## src/rtl/cbu_pkg.sv

```systemverilog
package cbu_pkg;

    typedef enum logic [1:0] {
        OP_JSET    = 2'd0,
        OP_JCLR    = 2'd1,
        OP_JSETCLR = 2'd2,
        OP_DECJNZ  = 2'd3
    } br_op_e;

    typedef enum logic [2:0] {
        SRC_ACC         = 3'd0,
        SRC_FLAGS       = 3'd1,
        SRC_SHORT_BIT   = 3'd2,
        SRC_SPECIAL_BIT = 3'd3,
        SRC_HL_BIT      = 3'd4,
        SRC_REG_B       = 3'd5,
        SRC_REG_C       = 3'd6,
        SRC_SHORT_BYTE  = 3'd7
    } opnd_e;

    typedef enum logic [2:0] {
        ST_IDLE,
        ST_FETCH,
        ST_TEST,
        ST_STORE,
        ST_HOLD,
        ST_FINISH
    } st_e;

    function automatic logic is_byte_opnd(opnd_e s);
        return (s == SRC_REG_B) || (s == SRC_REG_C) || (s == SRC_SHORT_BYTE);
    endfunction

endpackage

```

## src/rtl/cbu_cycle_table.sv

```systemverilog
module cbu_cycle_table
    import cbu_pkg::*;
#(
    parameter int CNT_W = 4,
    parameter int LEN_W = 3
) (
    input  br_op_e             op,
    input  opnd_e              src,
    input  logic               fast_region,
    output logic               legal,
    output logic [CNT_W-1:0]   cycles,
    output logic [LEN_W-1:0]   len
);

    localparam logic [CNT_W-1:0] C2  = CNT_W'(2);
    localparam logic [CNT_W-1:0] C6  = CNT_W'(6);
    localparam logic [CNT_W-1:0] C8  = CNT_W'(8);
    localparam logic [CNT_W-1:0] C9  = CNT_W'(9);
    localparam logic [CNT_W-1:0] C10 = CNT_W'(10);
    localparam logic [CNT_W-1:0] C11 = CNT_W'(11);
    localparam logic [CNT_W-1:0] C12 = CNT_W'(12);

    logic is_dec;
    logic is_set;
    logic is_setclr;
    logic [CNT_W-1:0] slow_bit_cyc;
    logic [CNT_W-1:0] raw_cyc;
    logic [LEN_W-1:0] raw_len;

    assign is_dec    = (op == OP_DECJNZ);
    assign is_set    = (op == OP_JSET);
    assign is_setclr = (op == OP_JSETCLR);

    // count shared by memory-bit and flag forms outside fast RAM
    assign slow_bit_cyc = is_setclr ? C12 : C11;

    always_comb begin
        raw_cyc = C8;
        raw_len = LEN_W'(3);
        legal   = !is_dec;
        unique case (src)
            SRC_ACC: begin
                raw_cyc = C8;
                raw_len = LEN_W'(3);
            end
            SRC_FLAGS: begin
                raw_len = is_set ? LEN_W'(3) : LEN_W'(4);
                raw_cyc = is_set ? C9 : slow_bit_cyc;
            end
            SRC_SHORT_BIT: begin
                raw_len = is_set ? LEN_W'(3) : LEN_W'(4);
                if (fast_region)
                    raw_cyc = is_set ? C8 : C10;
                else
                    raw_cyc = is_set ? C9 : slow_bit_cyc;
            end
            SRC_SPECIAL_BIT: begin
                raw_len = LEN_W'(4);
                raw_cyc = slow_bit_cyc;
            end
            SRC_HL_BIT: begin
                raw_len = LEN_W'(3);
                raw_cyc = fast_region ? C10 : slow_bit_cyc;
            end
            SRC_REG_B, SRC_REG_C: begin
                legal   = is_dec;
                raw_len = LEN_W'(2);
                raw_cyc = C6;
            end
            SRC_SHORT_BYTE: begin
                legal   = is_dec;
                raw_len = LEN_W'(3);
                raw_cyc = fast_region ? C8 : C10;
            end
            default: begin
                legal   = 1'b0;
                raw_len = '0;
                raw_cyc = C2;
            end
        endcase
    end

    assign cycles = legal ? raw_cyc : C2;
    assign len    = legal ? raw_len : '0;

endmodule

```

## src/rtl/cbu_cond_eval.sv

```systemverilog
module cbu_cond_eval
    import cbu_pkg::*;
#(
    parameter int DATA_W = 8,
    localparam int IDX_W = $clog2(DATA_W)
) (
    input  br_op_e             op,
    input  logic [IDX_W-1:0]   bit_idx,
    input  logic [DATA_W-1:0]  opnd,
    output logic               take,
    output logic               wr_req,
    output logic [DATA_W-1:0]  wr_byte
);

    logic [DATA_W-1:0] cleared;
    logic [DATA_W-1:0] decremented;
    logic              tbit;

    for (genvar i = 0; i < DATA_W; i++) begin : g_clr
        assign cleared[i] = (bit_idx == IDX_W'(i)) ? 1'b0 : opnd[i];
    end

    assign tbit        = opnd[bit_idx];
    assign decremented = opnd - DATA_W'(1);

    always_comb begin
        take    = 1'b0;
        wr_req  = 1'b0;
        wr_byte = opnd;
        unique case (op)
            OP_JSET: begin
                take = tbit;
            end
            OP_JCLR: begin
                take = !tbit;
            end
            OP_JSETCLR: begin
                take    = tbit;
                wr_req  = tbit;
                wr_byte = cleared;
            end
            OP_DECJNZ: begin
                take    = (decremented != '0);
                wr_req  = 1'b1;
                wr_byte = decremented;
            end
            default: begin
                take = 1'b0;
            end
        endcase
    end

endmodule

```

## src/rtl/cbu_pc_calc.sv

```systemverilog
module cbu_pc_calc #(
    parameter int PC_W   = 16,
    parameter int DATA_W = 8,
    parameter int LEN_W  = 3,
    localparam int EXT_W = PC_W - DATA_W
) (
    input  logic [PC_W-1:0]   pc,
    input  logic [LEN_W-1:0]  len,
    input  logic [DATA_W-1:0] disp,
    input  logic              take,
    output logic [PC_W-1:0]   npc
);

    logic [PC_W-1:0] seq_pc;
    logic [PC_W-1:0] offset;

    assign seq_pc = pc + PC_W'(len);
    assign offset = take ? {{EXT_W{disp[DATA_W-1]}}, disp} : '0;
    assign npc    = seq_pc + offset;

endmodule

```

## src/rtl/cond_branch_unit.sv

```systemverilog
module cond_branch_unit
    import cbu_pkg::*;
#(
    parameter int PC_W   = 16,
    parameter int DATA_W = 8,
    parameter int CNT_W  = 4,
    parameter int LEN_W  = 3,
    localparam int IDX_W = $clog2(DATA_W)
) (
    input  logic              clk,
    input  logic              rst_n,
    input  logic              start,
    input  logic [1:0]        op,
    input  logic [2:0]        src,
    input  logic [IDX_W-1:0]  bit_idx,
    input  logic              fast_region,
    input  logic [PC_W-1:0]   pc_in,
    input  logic [DATA_W-1:0] disp,
    output logic              busy,
    output logic              done,
    output logic              taken,
    output logic [PC_W-1:0]   next_pc,
    output logic              mem_rd,
    output logic              mem_wr,
    output logic [2:0]        mem_sel,
    output logic [DATA_W-1:0] mem_wdata,
    input  logic [DATA_W-1:0] mem_rdata
);

    st_e               state;
    st_e               state_nx;
    logic [CNT_W-1:0]  cnt;
    br_op_e            op_q;
    opnd_e             src_q;
    logic [IDX_W-1:0]  bit_q;
    logic [PC_W-1:0]   pc_q;
    logic [DATA_W-1:0] disp_q;
    logic [LEN_W-1:0]  len_q;
    logic              legal_q;
    logic              wr_q;
    logic [DATA_W-1:0] wdata_q;
    logic              taken_q;
    logic [PC_W-1:0]   npc_q;

    logic              tab_legal;
    logic [CNT_W-1:0]  tab_cycles;
    logic [LEN_W-1:0]  tab_len;
    logic              ev_take;
    logic              ev_wr;
    logic [DATA_W-1:0] ev_byte;
    logic [PC_W-1:0]   calc_npc;
    logic              accept;
    logic              running;

    cbu_cycle_table #(.CNT_W(CNT_W), .LEN_W(LEN_W)) u_table (
        .op          (br_op_e'(op)),
        .src         (opnd_e'(src)),
        .fast_region (fast_region),
        .legal       (tab_legal),
        .cycles      (tab_cycles),
        .len         (tab_len)
    );

    cbu_cond_eval #(.DATA_W(DATA_W)) u_eval (
        .op      (op_q),
        .bit_idx (bit_q),
        .opnd    (mem_rdata),
        .take    (ev_take),
        .wr_req  (ev_wr),
        .wr_byte (ev_byte)
    );

    cbu_pc_calc #(.PC_W(PC_W), .DATA_W(DATA_W), .LEN_W(LEN_W)) u_pc (
        .pc   (pc_q),
        .len  (len_q),
        .disp (disp_q),
        .take (ev_take),
        .npc  (calc_npc)
    );

    assign running = (state == ST_FETCH) || (state == ST_TEST) ||
                     (state == ST_STORE) || (state == ST_HOLD);
    assign accept  = start && ((state == ST_IDLE) || (state == ST_FINISH));

    // next-state logic
    always_comb begin
        state_nx = state;
        unique case (state)
            ST_IDLE, ST_FINISH: begin
                if (start)
                    state_nx = tab_legal ? ST_FETCH : ST_HOLD;
                else
                    state_nx = ST_IDLE;
            end
            ST_FETCH: state_nx = ST_TEST;
            ST_TEST:  state_nx = ST_STORE;
            ST_STORE: state_nx = (cnt == '0) ? ST_FINISH : ST_HOLD;
            ST_HOLD:  state_nx = (cnt == '0) ? ST_FINISH : ST_HOLD;
            default:  state_nx = ST_IDLE;
        endcase
    end

    // state register
    always_ff @(posedge clk or negedge rst_n) begin
        if (!rst_n)
            state <= ST_IDLE;
        else
            state <= state_nx;
    end

    // operation latch, cycle counter and result registers
    always_ff @(posedge clk or negedge rst_n) begin
        if (!rst_n) begin
            cnt     <= '0;
            op_q    <= OP_JSET;
            src_q   <= SRC_ACC;
            bit_q   <= '0;
            pc_q    <= '0;
            disp_q  <= '0;
            len_q   <= '0;
            legal_q <= 1'b0;
            wr_q    <= 1'b0;
            wdata_q <= '0;
            taken_q <= 1'b0;
            npc_q   <= '0;
        end else if (accept) begin
            cnt     <= tab_cycles - CNT_W'(1);
            op_q    <= br_op_e'(op);
            src_q   <= opnd_e'(src);
            bit_q   <= bit_idx;
            pc_q    <= pc_in;
            disp_q  <= disp;
            len_q   <= tab_len;
            legal_q <= tab_legal;
            wr_q    <= 1'b0;
            if (!tab_legal) begin
                taken_q <= 1'b0;
                npc_q   <= pc_in;
            end
        end else begin
            if (running && cnt != '0)
                cnt <= cnt - CNT_W'(1);
            if (state == ST_TEST) begin
                taken_q <= ev_take;
                npc_q   <= calc_npc;
                wr_q    <= ev_wr;
                wdata_q <= ev_byte;
            end
            if (state == ST_STORE)
                wr_q <= 1'b0;
        end
    end

    // outputs
    always_comb begin
        busy      = running;
        done      = (state == ST_FINISH);
        mem_rd    = (state == ST_FETCH);
        mem_wr    = (state == ST_STORE) && wr_q;
        mem_sel   = src_q;
        mem_wdata = wdata_q;
        taken     = taken_q;
        next_pc   = npc_q;
    end

    // a write lands two cycles after the read strobe
    assert_write_slot_R10: assert property (@(posedge clk) disable iff (!rst_n)
        mem_wr |-> $past(mem_rd, 2));

    // set-then-clear write removes only the tested bit and only on a taken branch
    assert_clear_one_bit_R3: assert property (@(posedge clk) disable iff (!rst_n)
        (mem_wr && op_q == OP_JSETCLR) |->
            (taken_q && mem_wdata == ($past(mem_rdata) & ~(DATA_W'(1) << bit_q))));

    // plain bit tests never write
    assert_test_no_write_R3: assert property (@(posedge clk) disable iff (!rst_n)
        mem_wr |-> (op_q == OP_JSETCLR || op_q == OP_DECJNZ));

    // decrement stores the read byte minus one
    assert_dec_store_R4: assert property (@(posedge clk) disable iff (!rst_n)
        (mem_wr && op_q == OP_DECJNZ) |-> (mem_wdata == DATA_W'($past(mem_rdata) - 1'b1)));

    // done is a single cycle, follows busy, and never overlaps it
    assert_done_pulse_R9: assert property (@(posedge clk) disable iff (!rst_n)
        done |=> !done);
    assert_done_after_busy_R9: assert property (@(posedge clk) disable iff (!rst_n)
        done |-> $past(busy));
    assert_busy_done_apart_R9: assert property (@(posedge clk) disable iff (!rst_n)
        !(busy && done));

    // illegal pairings touch nothing
    assert_illegal_quiet_R11: assert property (@(posedge clk) disable iff (!rst_n)
        (busy && !legal_q) |-> (!mem_rd && !mem_wr));

    // the read strobe starts a busy window
    assert_read_first_R10: assert property (@(posedge clk) disable iff (!rst_n)
        $rose(busy) && legal_q |-> mem_rd);

endmodule

```

## config.mk

```make
export PLATFORM = sky130hd
export DESIGN_NAME = cond_branch_unit
export DESIGN_NICKNAME = d
export VERILOG_FILES = /design/src/rtl/cbu_pkg.sv /design/src/rtl/cbu_cycle_table.sv /design/src/rtl/cbu_cond_eval.sv /design/src/rtl/cbu_pc_calc.sv /design/src/rtl/cond_branch_unit.sv
export SDC_FILE = /design/constraint.sdc
export NUM_CORES = 1
export LEC_CHECK = 0
export BUFFER_PORTS_ARGS = -buffer_cell sky130_fd_sc_hd__buf_2
export CAP_MARGIN = 0
export CORE_ASPECT_RATIO = 0.8
export CORE_MARGIN = 5
export CORE_UTILIZATION = 52
export DETAILED_ROUTE_END_ITERATION = 12
export HOLD_SLACK_MARGIN = 0.12
export MAX_ROUTING_LAYER = met4
export PLACE_DENSITY = 0.77
export SYNTH_ARGS = -nofsm -noshare
export SYNTH_HDL_FRONTEND = slang
export SYNTH_HIERARCHICAL = 1
export SYNTH_SLANG_ARGS = --single-unit
```

## constraint.sdc

```tcl
create_clock -name clk -period 4.05 [get_ports clk]
set_input_delay 0 -clock clk [delete_from_list [all_inputs] [get_ports clk]]
set_output_delay 0 -clock clk [all_outputs]
set_load 0.02 [all_outputs]
```

Word level (Yosys, flattened, before mapping)
Index checks and enable logic that the tools add are counted.

operators by class
  multiplexer cells = 41
  reduce and logical (&&, ||, !) cells = 29
  equality and inequality tests = 25
  bitwise logic cells = 1
  add/sub/neg operators = 5
  order comparisons = 1

operators with widths
  kind                                                         number
  2-to-1 mux 16 bit                                            4
  == test 3 bit (second input constant)                        10
  case mux 4 bit (7 select lines)                              1
  2-to-1 mux 4 bit                                             6
  case mux 3 bit (4 select lines)                              2
  == test 3 x 2 -> 1 bit (second input constant)               6
  2-to-1 mux 1 bit                                             17
  adder 16 bit                                                 1
  adder 16 x 3 -> 16 bit                                       1
  case mux 8 bit (2 select lines)                              1
  2-to-1 mux 3 bit                                             5
  OR reduction 2 bit                                           5
  == test 3 x 1 -> 1 bit (second input constant)               3
  logical NOT 3 bit                                            3
  == test 2 bit (second input constant)                        4
  nonzero test 8 bit                                           1
  subtractor 4 x 1 -> 4 bit (second input constant)            2
  subtractor 8 x 1 -> 8 bit (second input constant)            1
  OR reduction 3 bit                                           2
  logical NOT 2 bit                                            2
  logical NOT 4 bit                                            1
  logical OR 1 bit                                             4
  less-than comparator 3 x 4 -> 1 bit (second input constant)  1
  2-to-1 mux 2 bit                                             2
  12 further kinds                                             17

word-level totals
  input bits = 44
  output and inout bits = 32
  register bits after elaboration = 68

Logic depth before layout (Yosys ltp)
  word-level depth = 8
  depth in mapped cells = 19
  gate-level depth less buffers = 19

Hierarchy
Netlist, hierarchy kept.

modules (own cells, without submodules)
  module            area each (um^2)  instances  cells an instance  sequential area each (um^2)
  cond_branch_unit  3017.9            1          291                1701.6
  cbu_pc_calc       998.5             1          122                0.0
  cbu_cond_eval     417.9             1          61                 0.0
  cbu_cycle_table   286.5             1          43                 0.0

Least setup slack after synthesis
OpenSTA, ideal clock, no wires.

  path type = reg2reg
  start = register bit_q[2]
  end = register npc_q[15] (netlist: next_pc[15])
  buffers on the path = 0
  path slack = -0.047 ns
  data arrival time = 3.972 ns
  cell stages (with the launch flop) = 19
  cell sequence = dfrtp_1 -> mux4_1 -> mux2i_1 -> mux2i_1 -> a31oi_1 -> nand2_1 -> fa_1 -> inv_1 -> ha_1 -> inv_1 -> fa_1 -> inv_1 -> a21oi_1 -> o21ai_2 -> a22oi_2 -> o211ai_2 -> xor2_1 -> mux2_2 -> mux2_2

between the ends
  word-level cells in the longest chain between the ends = 8

RTL lines
  element                                     RTL line                 source
  from (decl)                                 cond_branch_unit.sv:35   logic [IDX_W-1:0] bit_q;
  from (signal assigned)                      cond_branch_unit.sv:130  bit_q <= bit_idx;
  binary-select mux 1 bit (select 3 bit) (*)  cbu_cond_eval.sv:23      assign tbit = opnd[bit_idx];
  2-to-1 mux 1 bit (implied by the code) (*)  cbu_cond_eval.sv:23
  logical NOT 1 bit                           cbu_cond_eval.sv:35      take = !tbit;
  case mux 1 bit (3 select lines) (*)         cbu_cond_eval.sv:30      unique case (op)
  named net ev_take                           cond_branch_unit.sv:48   logic ev_take;
  2-to-1 mux 16 bit (*)                       cbu_pc_calc.sv:18        assign offset = take ? {{EXT_W{disp[DATA_W-1]}}, disp} : '0;
  adder 16 bit (*)                            cbu_pc_calc.sv:19        assign npc = seq_pc + offset;
  named net calc_npc[15]                      cond_branch_unit.sv:51   logic [PC_W-1:0] calc_npc;
  2-to-1 mux 16 bit (*)                       cond_branch_unit.sv:143  if (state == ST_TEST) begin
  2-to-1 mux 16 bit (*)                       cond_branch_unit.sv:126  end else if (accept) begin
  to (signal assigned)                        cond_branch_unit.sv:138  npc_q <= pc_in;
  to (signal assigned)                        cond_branch_unit.sv:145  npc_q <= calc_npc;
  to (decl)                                   cond_branch_unit.sv:43   logic [PC_W-1:0] npc_q;

Mark *: on every way through the listed nets, which the timed path passes. The rest lies on a longest branch. The select of a mux whose other input is x is not followed.
A chain may end at the register's enable or synchronous reset.

Worst setup path after layout
  start = register bit_q[2]
  end = register npc_q[9] (netlist: next_pc[9])

Same word-level chain as after synthesis.

==> flow_summary.yaml <==
route:
  wl_per_cell_um: 15.4
  detailedRoute.firstIterationViolations: 330
  drt.antenna.violating_nets: 0
  wl_um: 11800
  post_drt_via_cell_ratio: 5.46
  via_count: 4179
  dr.pass1.iters: 5
  drc: 0
global_route:
  grt_pass1_vias: 4023
  global_route.usage.met3: 0.0558
  met1_usage_grt: 0.312
  first_pass_grt_wire_length_um: 19600
  overflow: 0
  met2_usage: 0.352
  antenna_violations_before_repair: 0
  pin_count_of_the_biggest_net_entering_global_routing: 56
  grt_util_all_layers: 0.230
  busiest_layer: "met2"
finish:
  flow.area_growth_from_synthesis_pct: 28.9
  final_layout_size_suffix_gt1_frac: 0.300
  register_area_um2: 1700
  final_net_count: 722
  layout.filler_cells: 690
  finalInstanceArea_um2: 6080
  multiInputGateArea_um2: 2860
  antenna_diode_count: 0
setup_path:
  worst_ep_arrival_time_ps: 4290
  critPathKind: "flop to flop"
  crit_path_max_fanout: 7
  cp-start-kind: "flop"
  crit_required_ps: 4270
  critPathCaptureType: "flop"
cts:
  tritoncts_num_sinks: 68
  cts-htree-levels: 3
  clk-insertion-delay-late_ps: 340
  clock_tree_from_tritoncts: "yes"
  cts_made_buffers: 9
  cts.clk_slew.worst_paths_ps: 50
  cts-root-to-sink-buffers: 2
  cts.root.buffer_cell: "clkbuf_16"
sta:
  timing.slew.headroom: 0.371
  finalWorstPathRequiredPeriod_ps: 4070
  finalCritPeriodShare: 1.00
  final.setup.worst_slack_ps: -16.1
  max_freq_mhz: 246
  timing.final.setup_violations: 1
  grt_setup_unrepaired: "yes"
  hold_violations_final: 0
  clock_skew_ps: 5.80
  slew_violations: 0
  tightest_slew_ps: 943
synth:
  yosysUniqueCellTypes: 67
  synth_seq_area_share: 0.360
  ys.flop_type: "dfrtp_1"
  synth_enable_flop_cells: 0
  synth-warning-count: 6
  post_synthesis_cells: 517
  ys_async_sr_fraction: 1.00
  postSynthNetCount: 594
  synth_area_leader_cell: "dfrtp_1"
  synth_seq_cells: 68
  yosysTopAreaCellShare: 0.360
  synth.area.top_cells: "dfrtp_1 (36%), nand2_1 (11%), mux2_2 (7.9%), ha_1 (7.7%), o21ai_0 (2.5%)"
  mappedNetlistArea_um2: 4720
  synthesis.area_per_instance_um2: 9.13
run_status:
  violations: "negative setup slack"
  run_status: "finished, violations left"
floorplanning:
  design.core.area_um2: 8960
  floorplan.io_pins: 76
  die_area_um2: 11100
  die_wd_um: 117
  placement_rows: 31
  floorplan.die.height_um: 95.2
  initial_standard_cell_utilization_of_the_core: 0.527
power:
  peakVddDrop_mv: 0.512
  p_leak_nw: 3.01
  power_density_nw_per_um2: 912
place:
  place_area_um2: 5290
  gpl.final_weighted_congestion: 0.866
  place_hpwl_um: 7980
  preCtsSetupSlack_ps: -299
  io_buffers: 75
hold_path:
  worst_hold_path_type: "input port to flop"
flow_run:
  max_cap_violations: 0
## where the power goes
part	switching, mW	total (mW)	internal (mW)
registers	0.240	1.26	1.02
clock network	0.280	0.744	0.464
logic	1.83	3.54	1.71
total	2.35	5.55	3.20
## cells in the mapped netlist (all sizes together), types with 3 or more instances
cell	n
nor4	3
nand3	8
nand4b	3
fa	4
xor2	9
a21oi	18
nor2b	9
mux2	40
inv	27
nor3	9
o21a	3
nand4	3
nand2	135
clkbuf	9
o211ai	4
dfrtp	68
mux2i	5
o21ai	32
and2	7
a21o	5
o311ai	3
a22o	3
nand2b	5
xnor2	11
buf	17
nor2	8
ha	29
a31oi	4
nor3b	4
nand3b	3
## cell usage in the layout (no fill, tap or decap), types with 9 or more instances in the layout
| cell type | instances |
|---|---|
| a21oi_1 | 13 |
| buf_2 | 75 |
| buf_4 | 28 |
| clkbuf_16 | 9 |
| dfrtp_1 | 68 |
| dlygate4sd3_1 | 39 |
| ha_1 | 26 |
| inv_1 | 23 |
| mux2_2 | 32 |
| nand2_1 | 133 |
| o21ai_0 | 23 |
| xnor2_1 | 11 |
| xor2_1 | 9 |
## final cells by class
class,instances,share of cell area
multi-input cells,396,0.470
flip-flops and latches,68,0.280
repair buffers,143,0.164
clock buffers,15,0.0457
well taps,115,0.0237
inverters,27,0.0167
clock inverters,1,0.000823
## through the flow
step                       util  total power, mW  cells  hold slack [ps]  setup TNS, ps
after floorplan               -             3.59    517             -296              0
after global placement    0.590             4.37    706            -87.1           -293
after detailed placement  0.590             4.50    706            -76.3          -1480
after CTS                 0.671             5.39    764              123              0
after global routing      0.679             6.00    765              121           -893
final                     0.679             5.55    765              126          -16.1
## what timing repair did
item	CTS	global route
endpoints found under the setup margin	9	8
hold buffers	39	0
setup buffers	3	1
pin swaps	4	10
cloned	0	0
gates resized for setup	8	16
endpoints found under the hold margin	66	0
## logic make-up (layout without fill, tap and decap cells)
group           after synthesis  in the layout  share of synthesized area
simple gates                209            209                      0.207
compound gates               87             87                      0.124
flops                        68             68                      0.360
buf+inv                      53            186                     0.0559
mux                          47             47                      0.122
fa+ha+maj                    33             33                     0.0938
xor+xnor                     20             20                     0.0371
## critical path, cell delays in order, from the launching register on
cell,delay [ps]
dfrtp_1,380
mux4_2,540
mux2i_4,190
mux2i_2,110
a31oi_4,280
nand2_2,90
fa_1,470
inv_2,70
ha_4,130
inv_2,40
fa_2,390
inv_2,80
a21oi_4,60
o21ai_4,190
buf_4,150
a31oi_2,100
xnor2_1,160
mux2_4,260
mux2_2,260
## flip-flops by register name, summed over array words and instances (netlist names)
signal     flops
disp_q         8
mem_sel        3
len_q          3
cnt            4
mem_wdata      8
state          3
bit_q          3
pc_q          16
op_q           2
taken          1
next_pc       16
wr_q           1
## worst paths after layout
path	from	endpoint	slack (ps)	cells after the start
worst max-delay path	bit_q[2]$_DFFE_PN0N_	next_pc[9]$_DFFE_PN0P_	-20	18
worst min-delay path	mem_rdata[4]	mem_wdata[4]$_DFFE_PN0P_	130	3
worst max register to register	bit_q[2]$_DFFE_PN0N_	next_pc[9]$_DFFE_PN0P_	-20	18
worst min register to register	mem_sel[1]$_DFFE_PN0N_	mem_sel[1]$_DFFE_PN0N_	470	2
max in group asynchronous	rst_n	mem_wdata[6]$_DFFE_PN0P_	2430	4
min in group asynchronous	rst_n	mem_wdata[7]$_DFFE_PN0P_	600	3
## per-layer routing
metal / vias up / wire [um]
met4: 0 / 121
li1: 2041 / -
met3: 12 / 770
met2: 151 / 5290
met1: 1975 / 5590
met5: - / 0
(Power assumes the default switching activity.)
